<file path="config.mk">
export PLATFORM = sky130hd
export DESIGN_NAME = dbg_path_sel
export DESIGN_NICKNAME = d
export VERILOG_FILES = /design/src/rtl/dbg_path_pkg.sv /design/src/rtl/dbg_sync.sv /design/src/rtl/dbg_mode_det.sv /design/src/rtl/dbg_por.sv /design/src/rtl/dbg_route.sv /design/src/rtl/dbg_path_sel.sv
export SDC_FILE = /design/constraint.sdc
export NUM_CORES = 1
export LEC_CHECK = 0
export ABC_AREA = 1
export BUFFER_PORTS_ARGS = -buffer_cell sky130_fd_sc_hd__buf_2
export CORE_UTILIZATION = 40
export DETAILED_ROUTE_END_ITERATION = 6
export PLACE_DENSITY = 0.71
export SYNTH_ARGS = -nofsm -noshare
export SYNTH_HDL_FRONTEND = slang
export SYNTH_HIERARCHICAL = 1
export SYNTH_SLANG_ARGS = --single-unit
</file>
<file path="constraint.sdc">
create_clock -name clk -period 1.8 [get_ports clk]
set_input_delay 0.36 -clock clk [delete_from_list [all_inputs] [get_ports clk]]
set_output_delay 0.36 -clock clk [all_outputs]
set_load 0.01 [all_outputs]
</file>
<file path="src/rtl/dbg_path_pkg.sv">
package dbg_path_pkg;
  typedef enum logic [1:0] {
    M_LOCAL = 2'b01,
    M_OUT   = 2'b10,
    M_IN    = 2'b11
  } dbg_mode_e;
endpackage

</file>
<file path="src/rtl/dbg_sync.sv">
// Multi-stage level synchronizer, reset to zero.
module dbg_sync #(
  parameter int W      = 2,
  parameter int STAGES = 2
) (
  input  logic         clk,
  input  logic         rst_n,
  input  logic [W-1:0] d,
  output logic [W-1:0] q
);
  logic [W-1:0] stg [STAGES];

  always_ff @(posedge clk or negedge rst_n) begin
    if (!rst_n) begin
      for (int i = 0; i < STAGES; i++) stg[i] <= '0;
    end else begin
      stg[0] <= d;
      for (int i = 1; i < STAGES; i++) stg[i] <= stg[i-1];
    end
  end

  assign q = stg[STAGES-1];
endmodule

</file>
<file path="src/rtl/dbg_mode_det.sv">
// Decodes cable presence and the outbound request into a mode,
// accepting a new mode only after it persists STABLE_CYC clocks.
module dbg_mode_det
  import dbg_path_pkg::*;
#(
  parameter int SYNC_STAGES = 2,
  parameter int STABLE_CYC  = 4
) (
  input  logic      clk,
  input  logic      rst_n,
  input  logic      cable_det_n,
  input  logic      dbgout_req,
  output dbg_mode_e mode
);
  localparam int CW = $clog2(STABLE_CYC + 1);

  logic [1:0] raw, syn;
  assign raw = {dbgout_req, ~cable_det_n};

  dbg_sync #(.W(2), .STAGES(SYNC_STAGES)) u_sync (
    .clk  (clk),
    .rst_n(rst_n),
    .d    (raw),
    .q    (syn)
  );

  dbg_mode_e       cand, pend_q, mode_q;
  logic [CW-1:0]   cnt_q;

  always_comb begin
    if (!syn[0])     cand = M_LOCAL;
    else if (syn[1]) cand = M_OUT;
    else             cand = M_IN;
  end

  always_ff @(posedge clk or negedge rst_n) begin
    if (!rst_n) begin
      pend_q <= M_LOCAL;
      mode_q <= M_LOCAL;
      cnt_q  <= '0;
    end else begin
      if (cand != pend_q) begin
        pend_q <= cand;
        cnt_q  <= CW'(1);
      end else if (cnt_q < CW'(STABLE_CYC)) begin
        cnt_q <= cnt_q + 1'b1;
      end
      if (cand == pend_q && cnt_q >= CW'(STABLE_CYC - 1)) mode_q <= pend_q;
    end
  end

  assign mode = mode_q;
endmodule

</file>
<file path="src/rtl/dbg_por.sv">
// Power-on stretch plus merge of the reset sources (active-low result).
module dbg_por #(
  parameter int POR_CYC = 16
) (
  input  logic clk,
  input  logic rst_n,
  input  logic rst_sw_n,
  input  logic sys_rst_req,
  output logic tgt_rst_n
);
  logic por_act;

  if (POR_CYC > 0) begin : g_cnt
    localparam int PW = $clog2(POR_CYC + 1);
    logic [PW-1:0] cnt_q;
    always_ff @(posedge clk or negedge rst_n) begin
      if (!rst_n)                      cnt_q <= '0;
      else if (cnt_q < PW'(POR_CYC))   cnt_q <= cnt_q + 1'b1;
    end
    assign por_act = (cnt_q < PW'(POR_CYC));
  end else begin : g_none
    logic unused_clk;
    assign unused_clk = clk ^ rst_n;
    assign por_act = 1'b0;
  end

  assign tgt_rst_n = ~(por_act | ~rst_sw_n | sys_rst_req);
endmodule

</file>
<file path="src/rtl/dbg_route.sv">
// Combinational steering of debug, trace and enables; hibernate gates
// every target-facing enable.
module dbg_route
  import dbg_path_pkg::*;
(
  input  dbg_mode_e mode,
  input  logic      swd_sel,
  input  logic      trace_en,
  input  logic      hib_n,
  input  logic      eng_tck,
  input  logic      eng_tms_o,
  input  logic      eng_swdio_oe,
  input  logic      eng_tdi,
  output logic      eng_tdo,
  output logic      eng_swdio_i,
  output logic      loc_tck_o,
  output logic      loc_tck_oe,
  output logic      loc_tms_o,
  output logic      loc_tms_oe,
  input  logic      loc_tms_i,
  output logic      loc_tdi_o,
  output logic      loc_tdi_oe,
  input  logic      loc_tdo_i,
  output logic      loc_trst_n,
  output logic      loc_trst_oe,
  output logic      loc_rst_oe,
  output logic      hdr_tck_o,
  output logic      hdr_tck_oe,
  input  logic      hdr_tck_i,
  output logic      hdr_tms_o,
  output logic      hdr_tms_oe,
  input  logic      hdr_tms_i,
  output logic      hdr_tdi_o,
  output logic      hdr_tdi_oe,
  input  logic      hdr_tdi_i,
  output logic      hdr_tdo_o,
  output logic      hdr_tdo_oe,
  input  logic      hdr_tdo_i,
  input  logic      uart_tx,
  output logic      vcp_tx
);
  localparam int NEN = 9;

  logic [NEN-1:0] en_raw;
  logic           tms_dir;
  logic           swo_src;

  assign tms_dir = swd_sel ? eng_swdio_oe : 1'b1;

  always_comb begin
    loc_tck_o   = 1'b0;
    loc_tms_o   = 1'b0;
    loc_tdi_o   = 1'b0;
    loc_trst_n  = 1'b1;
    hdr_tck_o   = 1'b0;
    hdr_tms_o   = 1'b0;
    hdr_tdi_o   = 1'b0;
    hdr_tdo_o   = 1'b0;
    eng_tdo     = 1'b0;
    eng_swdio_i = 1'b0;
    swo_src     = loc_tdo_i;
    // order: loc tck,tms,tdi,trst,rst, hdr tck,tms,tdi,tdo
    en_raw      = 9'b111_11_0000;
    case (mode)
      M_OUT: begin
        loc_trst_n  = 1'b0;
        hdr_tck_o   = eng_tck;
        hdr_tms_o   = eng_tms_o;
        hdr_tdi_o   = eng_tdi;
        eng_tdo     = hdr_tdo_i;
        eng_swdio_i = hdr_tms_i;
        swo_src     = hdr_tdo_i;
        en_raw      = {5'b11111, 1'b1, tms_dir, 1'b1, 1'b0};
      end
      M_IN: begin
        loc_tck_o   = hdr_tck_i;
        loc_tms_o   = hdr_tms_i;
        loc_tdi_o   = hdr_tdi_i;
        hdr_tdo_o   = loc_tdo_i;
        en_raw      = {1'b1, ~swd_sel, 3'b111, 4'b0001};
      end
      default: begin
        loc_tck_o   = eng_tck;
        loc_tms_o   = eng_tms_o;
        loc_tdi_o   = eng_tdi;
        eng_tdo     = loc_tdo_i;
        eng_swdio_i = loc_tms_i;
        en_raw      = {1'b1, tms_dir, 3'b111, 4'b0000};
      end
    endcase
  end

  logic [NEN-1:0] en_gated;
  assign en_gated = en_raw & {NEN{hib_n}};
  assign {loc_tck_oe, loc_tms_oe, loc_tdi_oe, loc_trst_oe, loc_rst_oe,
          hdr_tck_oe, hdr_tms_oe, hdr_tdi_oe, hdr_tdo_oe} = en_gated;

  assign vcp_tx = trace_en ? swo_src : uart_tx;
endmodule

</file>
<file path="src/rtl/dbg_path_sel.sv">
module dbg_path_sel
  import dbg_path_pkg::*;
#(
  parameter int SYNC_STAGES = 2,
  parameter int STABLE_CYC  = 4,
  parameter int POR_CYC     = 16
) (
  input  logic       clk,
  input  logic       rst_n,
  input  logic       cable_det_n,
  input  logic       dbgout_req,
  input  logic       swd_sel,
  input  logic       trace_en,
  input  logic       rst_sw_n,
  input  logic       sys_rst_req,
  input  logic       hib_n,
  input  logic       eng_tck,
  input  logic       eng_tms_o,
  input  logic       eng_swdio_oe,
  input  logic       eng_tdi,
  output logic       eng_tdo,
  output logic       eng_swdio_i,
  output logic       loc_tck_o,
  output logic       loc_tck_oe,
  output logic       loc_tms_o,
  output logic       loc_tms_oe,
  input  logic       loc_tms_i,
  output logic       loc_tdi_o,
  output logic       loc_tdi_oe,
  input  logic       loc_tdo_i,
  output logic       loc_trst_n,
  output logic       loc_trst_oe,
  output logic       loc_rst_n,
  output logic       loc_rst_oe,
  output logic       hdr_tck_o,
  output logic       hdr_tck_oe,
  input  logic       hdr_tck_i,
  output logic       hdr_tms_o,
  output logic       hdr_tms_oe,
  input  logic       hdr_tms_i,
  output logic       hdr_tdi_o,
  output logic       hdr_tdi_oe,
  input  logic       hdr_tdi_i,
  output logic       hdr_tdo_o,
  output logic       hdr_tdo_oe,
  input  logic       hdr_tdo_i,
  input  logic       uart_tx,
  output logic       vcp_tx,
  output logic       dbg_out_led,
  output logic [1:0] mode_o
);
  dbg_mode_e mode;

  dbg_mode_det #(.SYNC_STAGES(SYNC_STAGES), .STABLE_CYC(STABLE_CYC)) u_det (
    .clk        (clk),
    .rst_n      (rst_n),
    .cable_det_n(cable_det_n),
    .dbgout_req (dbgout_req),
    .mode       (mode)
  );

  dbg_por #(.POR_CYC(POR_CYC)) u_por (
    .clk        (clk),
    .rst_n      (rst_n),
    .rst_sw_n   (rst_sw_n),
    .sys_rst_req(sys_rst_req),
    .tgt_rst_n  (loc_rst_n)
  );

  dbg_route u_route (
    .mode        (mode),
    .swd_sel     (swd_sel),
    .trace_en    (trace_en),
    .hib_n       (hib_n),
    .eng_tck     (eng_tck),
    .eng_tms_o   (eng_tms_o),
    .eng_swdio_oe(eng_swdio_oe),
    .eng_tdi     (eng_tdi),
    .eng_tdo     (eng_tdo),
    .eng_swdio_i (eng_swdio_i),
    .loc_tck_o   (loc_tck_o),
    .loc_tck_oe  (loc_tck_oe),
    .loc_tms_o   (loc_tms_o),
    .loc_tms_oe  (loc_tms_oe),
    .loc_tms_i   (loc_tms_i),
    .loc_tdi_o   (loc_tdi_o),
    .loc_tdi_oe  (loc_tdi_oe),
    .loc_tdo_i   (loc_tdo_i),
    .loc_trst_n  (loc_trst_n),
    .loc_trst_oe (loc_trst_oe),
    .loc_rst_oe  (loc_rst_oe),
    .hdr_tck_o   (hdr_tck_o),
    .hdr_tck_oe  (hdr_tck_oe),
    .hdr_tck_i   (hdr_tck_i),
    .hdr_tms_o   (hdr_tms_o),
    .hdr_tms_oe  (hdr_tms_oe),
    .hdr_tms_i   (hdr_tms_i),
    .hdr_tdi_o   (hdr_tdi_o),
    .hdr_tdi_oe  (hdr_tdi_oe),
    .hdr_tdi_i   (hdr_tdi_i),
    .hdr_tdo_o   (hdr_tdo_o),
    .hdr_tdo_oe  (hdr_tdo_oe),
    .hdr_tdo_i   (hdr_tdo_i),
    .uart_tx     (uart_tx),
    .vcp_tx      (vcp_tx)
  );

  assign mode_o      = mode;
  assign dbg_out_led = (mode == M_OUT);
endmodule

</file>
==> impl_metrics.py, run 1 <==
metrics = {
    "clock_tree": {
        "clock-sinks": 16,
        "cts_max_level": 1,
        "cts_max_path_buffers": 2,
        "clk_latency_ns": 0.28,
        "cts.clk_slew.worst_paths_ns": 0.10,
        "cts_tree": "built",
        "numCtsBuffers": 3,
        "clock-root-buffer": "clkbuf_4",
    },
    "detailed_routing": {
        "dr_total_vias": 871,
        "antenna_left": 0,
        "wl_per_cell_um": 9.53,
        "routed-wl-met3_um": 125,
        "wirelength_mm": 1.78,
        "drc": 0,
        "highest_layer": "met4",
        "first_pass_iters": 4,
        "wl_met2_um": 900,
        "vias_per_cell": 4.66,
        "drtIter0Drc": 19,
        "met1_length_um": 752,
    },
    "pwr": {
        "power.density_mw_per_mm2": 1050,
        "p_clk_frac": 0.192,
        "p_comb_frac": 0.415,
        "power_frac_seq": 0.393,
        "internal_power_mw": 0.756,
        "switching_power_mw": 0.472,
        "ir_drop_mv": 0.581,
        "p_sw_frac": 0.384,
        "p_total_mw": 1.23,
        "leakagePower_nw": 0.703,
    },
    "critical_path": {
        "crit_path_start_kind": "flip-flop",
        "reg2reg_depth": 6,
        "ff2ff_setup_slack_ns": 0.55,
        "cp.arrival_ns": 1.37,
        "worstPathRequired_ns": 1.44,
        "worstReg2RegEnd": "u_det/mode[1]",
        "worstSetupPathType": "flip-flop to output port",
        "critPathMaxFanout": 5,
        "r2r_start": "u_det/cnt_q[0]",
        "critPathCaptureType": "output port",
    },
    "yosys": {
        "synth-edff-count": 0,
        "ys_types": 22,
        "async_reset_ff_frac": 1.00,
        "synth_area_sq_um": 925,
        "synth_nets": 141,
        "yosysWarningCount": 6,
        "ys.flop_type": "dfrtp_1",
        "ys_ff_latch": 16,
        "ys_seq_area_frac": 0.436,
        "syn-instance-count": 118,
        "synth_area_per_cell_sq_um": 7.84,
    },
    "final_layout": {
        "finalInstanceArea_sq_mm": 0.00117,
        "finalNonFillerCells": 187,
        "nFillCells": 208,
        "layout_commonest_cell": "buf_2",
        "drive_gt1_frac": 0.415,
        "multiInputGateArea_sq_um": 372,
        "layout_common_cells": "buf_2 (43), nand2_1 (27), inv_1 (20), dfrtp_1 (13), nor2_1 (9)",
        "n_antenna_cell": 0,
        "register_area_sq_um": 404,
        "syn2layout_area_growth_pct": 26.5,
        "final_nets": 183,
    },
    "sta": {
        "setup_viol": 0,
        "hold-worst-slack_ns": 0.176,
        "max_freq_mhz": 578,
        "rsz0062_at_grt": "false",
        "setup_tns_ns": 0,
        "min_period_over_period": 0.961,
        "finalCriticalPeriod_ns": 1.73,
        "tightest_slew_ns": 0.364,
        "fin_skew_ns": 0.00311,
        "maxSlewViolCount": 0,
        "hold_violations": 0,
        "relSlewSlack": 0.757,
    },
    "placed_design": {
        "postPlaceCellArea_sq_mm": 0.00111,
        "gp_congestion": 0.732,
        "portBuffers": 43,
        "dp_hpwl_mm": 1.38,
        "numPlacedInstances": 180,
    },
    "floorplanning": {
        "die_x_um": 50.1,
        "start_util": 0.422,
        "ioPinCount": 44,
        "core_area_sq_mm": 0.00219,
        "dieArea_sq_mm": 0.00251,
        "rows": 17,
        "die_h_um": 50.1,
    },
    "global_route": {
        "grt_pass1_vias": 735,
        "grt_usage": 0.149,
        "grt_pass1_wl_mm": 2.88,
        "overflow": 0,
        "grt_max_degree": 17,
        "antenna_found_initial": 0,
    },
    "flow_run": {
        "drv_cap": 0,
    },
    "hold_path": {
        "hp-start": "dbgout_req",
        "whs_path_depth": 1,
        "hold-path-endpoint": "u_det/u_sync/stg[3]",
        "hp-class": "input port to flip-flop",
    },
    "status": {
        "status": "finished, final reports clean",
    },
}
power groups by stage:
stage | clock [mW] | combinational, mW | sequential (mW)
after global routing | 0.262 | 0.562 | 0.493
after global placement | 0 | 0.463 | 0.490
final | 0.236 | 0.510 | 0.482
after floorplan | 0 | 0.325 | 0.474
after detailed placement | 0 | 0.467 | 0.498
after CTS | 0.244 | 0.470 | 0.493
kinds of logic after synthesis:
logic type	Yosys count	share of synthesized area
XOR/XNOR	1	0.00947
AND/OR/NAND/NOR	57	0.292
adder cells (fa/ha/maj)	3	0.0406
flip-flops	16	0.436
AO/OA/AOI/OAI	10	0.0595
buffers and inverters	31	0.162
stage by stage:
step | util | worst slack [ns]
2_1_floorplan | - | 0.438
5_1_grt | 0.534 | 0.000868
3_5_place_dp | 0.505 | 0.316
6_report | 0.534 | 0.0696
4_1_cts | 0.527 | 0.0439
3_3_place_gp | 0.505 | 0.371
area by class of cell:
type | count | share of cell area
clock buffer | 4 | 0.0310
sequential | 16 | 0.345
multi-input combinational | 71 | 0.318
timing repair buffer | 46 | 0.205
tap | 28 | 0.0299
inverter | 22 | 0.0706
critical path: stages (launching register included):
cell	delay (ns)
dfstp_2	0.58
buf_4	0.14
nand2_2	0.07
o21ai_1	0.09
a21oi_1	0.07
buf_2	0.14
Yosys cell counts (2+ instances only):
master,number,area share
ha_1,3,0.041
nand3_2,2,0.022
nor2_2,3,0.020
nor2_1,9,0.037
nand2_1,27,0.11
o22ai_1,2,0.014
dfrtp_1,14,0.38
dfstp_2,2,0.057
o21ai_0,3,0.016
inv_1,20,0.081
nand2_2,6,0.041
nand4_1,2,0.014
buf_4,7,0.057
a21oi_1,3,0.016
nand3_1,7,0.038
inv_2,2,0.0081
state kept, by name (all words and copies together) (netlist names):
signal,cells
u_por/g_cnt.cnt_q,5
u_det/cnt_q,3
u_det/mode,2
u_det/pend_q,2
u_det/u_sync/q,2
u_det/u_sync/stg,2
layer usage:
| layer | vias to the layer above | global-route usage |
|---|---|---|
| met5 | - | 0 |
| li1 | 439 | - |
| met4 | 0 | 0.0571 |
| met3 | 2 | 0.0340 |
| met2 | 33 | 0.278 |
| met1 | 397 | 0.159 |
how the worst max path moves through the flow:
stage	from	endpoint	depth (start not counted)	slack, ns
floorplan	u_det/mode[0]	vcp_tx	6	0.44
global placement	u_det/mode[1]	hdr_tms_oe	4	0.37
detailed placement	u_det/mode[1]	hdr_tms_oe	4	0.32
CTS	u_det/mode[0]	vcp_tx	7	0.04
global route	u_det/mode[0]	loc_tms_oe	5	0.0009
finish	u_det/mode[0]	loc_tms_oe	5	0.07
repair_timing:
action,CTS,global route
hold buffers,1,0
setup buffers,0,2
hold endpoints to repair,14,0
endpoints found under the setup margin,1,1
resized for setup,1,0
No activity file was read; power rests on OpenSTA's default activity.
==> run 2, diff against run 1 <==
--- a/config.mk
+++ b/config.mk
@@ -7,6 +7,7 @@
 export LEC_CHECK = 0
 export ABC_AREA = 1
 export BUFFER_PORTS_ARGS = -buffer_cell sky130_fd_sc_hd__buf_2
+export CORE_ASPECT_RATIO = 0.7
 export CORE_UTILIZATION = 40
 export DETAILED_ROUTE_END_ITERATION = 6
 export PLACE_DENSITY = 0.71
==> impl_metrics.py, run 2 (synthesis gave the netlist of run 1 again) <==
metrics = {
    "hold_path": {
        "hp-class": "input port to flip-flop",
    },
    "critical_path": {
        "reg2reg_depth": 6,
        "crit_chain": "buf_4 > nand2_2 > o21ai_1 > a21oi_1 > buf_2",
        "startpoint": "u_det/mode[0]",
        "crit_path_start_kind": "flip-flop",
        "cp.arrival_ns": 1.37,
        "path_buf_inv": 2,
        "slowest_stage": "dfstp_2",
        "r2r_start": "u_det/cnt_q[0]",
        "cpPeakStageDelay_ns": 0.58,
        "path_depth": 5,
        "ff2ff_setup_slack_ns": 0.53,
        "worstPathRequired_ns": 1.44,
        "critPathCaptureType": "output port",
        "endpoint": "loc_tms_oe",
        "worstSetupPathType": "flip-flop to output port",
        "worstReg2RegEnd": "u_det/mode[1]",
        "crit_family": "flip-flops",
        "critPathMaxFanout": 5,
    },
    "sta": {
        "max_freq_mhz": 577,
        "fin_ws_ns": 0.0679,
        "finalCriticalPeriod_ns": 1.73,
        "setup_tns_ns": 0,
        "relSlewSlack": 0.777,
        "hold_violations": 0,
        "fin_skew_ns": 0.00141,
        "tightest_slew_ns": 0.335,
        "maxSlewViolCount": 0,
        "setup_viol": 0,
        "hold-worst-slack_ns": 0.180,
        "min_period_over_period": 0.962,
    },
    "clock_tree": {
        "clock-root-buffer": "clkbuf_4",
        "clk_latency_ns": 0.28,
        "cts_max_level": 1,
        "cts.clk_slew.worst_paths_ns": 0.08,
        "cts_max_path_buffers": 2,
        "clock-sinks": 16,
        "numCtsBuffers": 3,
        "cts_tree": "built",
    },
    "pwr": {
        "p_total_mw": 1.22,
        "power.density_mw_per_mm2": 1030,
        "leakagePower_nw": 0.703,
        "ir_drop_mv": 0.487,
    },
    "final_layout": {
        "drive_gt1_frac": 0.415,
        "finalNonFillerCells": 191,
        "layout_common_cells": "buf_2 (43), nand2_1 (27), inv_1 (20), dfrtp_1 (13), nor2_1 (9)",
        "largest_reg_flops": 5,
        "reg_top3": "u_por/g_cnt.cnt_q: 5 flops, u_det/cnt_q: 3 flops",
        "n_antenna_cell": 0,
        "syn2layout_area_growth_pct": 27.1,
        "final_nets": 183,
        "layout_commonest_cell": "buf_2",
        "largest_register": "u_por/g_cnt.cnt_q",
    },
    "detailed_routing": {
        "antenna_left": 0,
        "wirelength_mm": 1.69,
        "drc": 0,
        "dr_total_vias": 816,
        "wl_per_cell_um": 8.85,
        "first_pass_iters": 4,
        "vias_per_cell": 4.27,
        "drtIter0Drc": 10,
    },
    "global_route": {
        "antenna_found_initial": 0,
        "grt_max_degree": 17,
        "overflow": 0,
        "grt_pass1_wl_mm": 2.90,
        "grt_usage": 0.154,
        "grt_pass1_vias": 715,
    },
    "floorplanning": {
        "core_area_sq_mm": 0.00217,
        "start_util": 0.426,
        "die_x_um": 59.5,
        "rows": 14,
        "dieArea_sq_mm": 0.00251,
        "die_h_um": 42.2,
        "ioPinCount": 44,
    },
    "status": {
        "status": "finished, final reports clean",
    },
    "placed_design": {
        "pre_cts_slack_ns": 0.320,
        "gp_congestion": 0.745,
        "dp_hpwl_mm": 1.38,
        "numPlacedInstances": 184,
        "portBuffers": 43,
    },
    "flow_run": {
        "drv_cap": 0,
    },
}
[run 2: cell counts in the layout (fill, tap and decap cells not counted)]
No cell type changed its count.
[run 2: layout make-up]
class / count / area, sq um
fillers: 217 / 997
flip-flops and latches: 16 / 404
multi-input cells: 71 / 372
repair buffers: 46 / 240
inverters: 22 / 82.6
well taps: 32 / 40.0
clock buffers: 4 / 36.3
[run 2: timing repair]
| action | CTS | global route |
|---|---|---|
| buffers inserted | 0 | 2 |
| gates cloned | 0 | 0 |
| hold buffers | 1 | 0 |
| gates resized for setup | 1 | 0 |
| hold endpoints to repair | 14 | 0 |
| endpoints found under the setup margin | 1 | 1 |
[run 2: stage by stage]
stage	util	instance area (sq um)
floorplan	-	925
global placement	0.512	1110
detailed placement	0.512	1110
CTS	0.534	1160
global route	0.541	1170
finish	0.541	1170
[run 2: how the worst min path moves through the flow]
stage,start,to,slack (ns),cells past startpoint
floorplan,rst_n,u_det/cnt_q[0],0.06,0
detailed placement,rst_n,u_por/g_cnt.cnt_q[2],0.28,1
finish,dbgout_req,u_det/u_sync/stg[3],0.18,1
CTS,dbgout_req,u_det/u_sync/stg[3],0.17,1
global placement,rst_n,u_por/g_cnt.cnt_q[2],0.28,1
global route,dbgout_req,u_det/u_sync/stg[3],0.16,1
[run 2: power breakdown]
group | leakage (nW) | internal, mW | switching, mW
clock network | 0.0210 | 0.123 | 0.103
logic | 0.490 | 0.225 | 0.284
registers | 0.192 | 0.408 | 0.0724
[run 2: layer usage]
| metal | global-route usage | routed length, um | vias to the layer above |
|---|---|---|---|
| met5 | 0 | 0 | - |
| li1 | - | - | 439 |
| met3 | 0.0556 | 61 | 2 |
| met2 | 0.256 | 832 | 12 |
| met4 | 0.0286 | 6 | 0 |
| met1 | 0.192 | 790 | 363 |
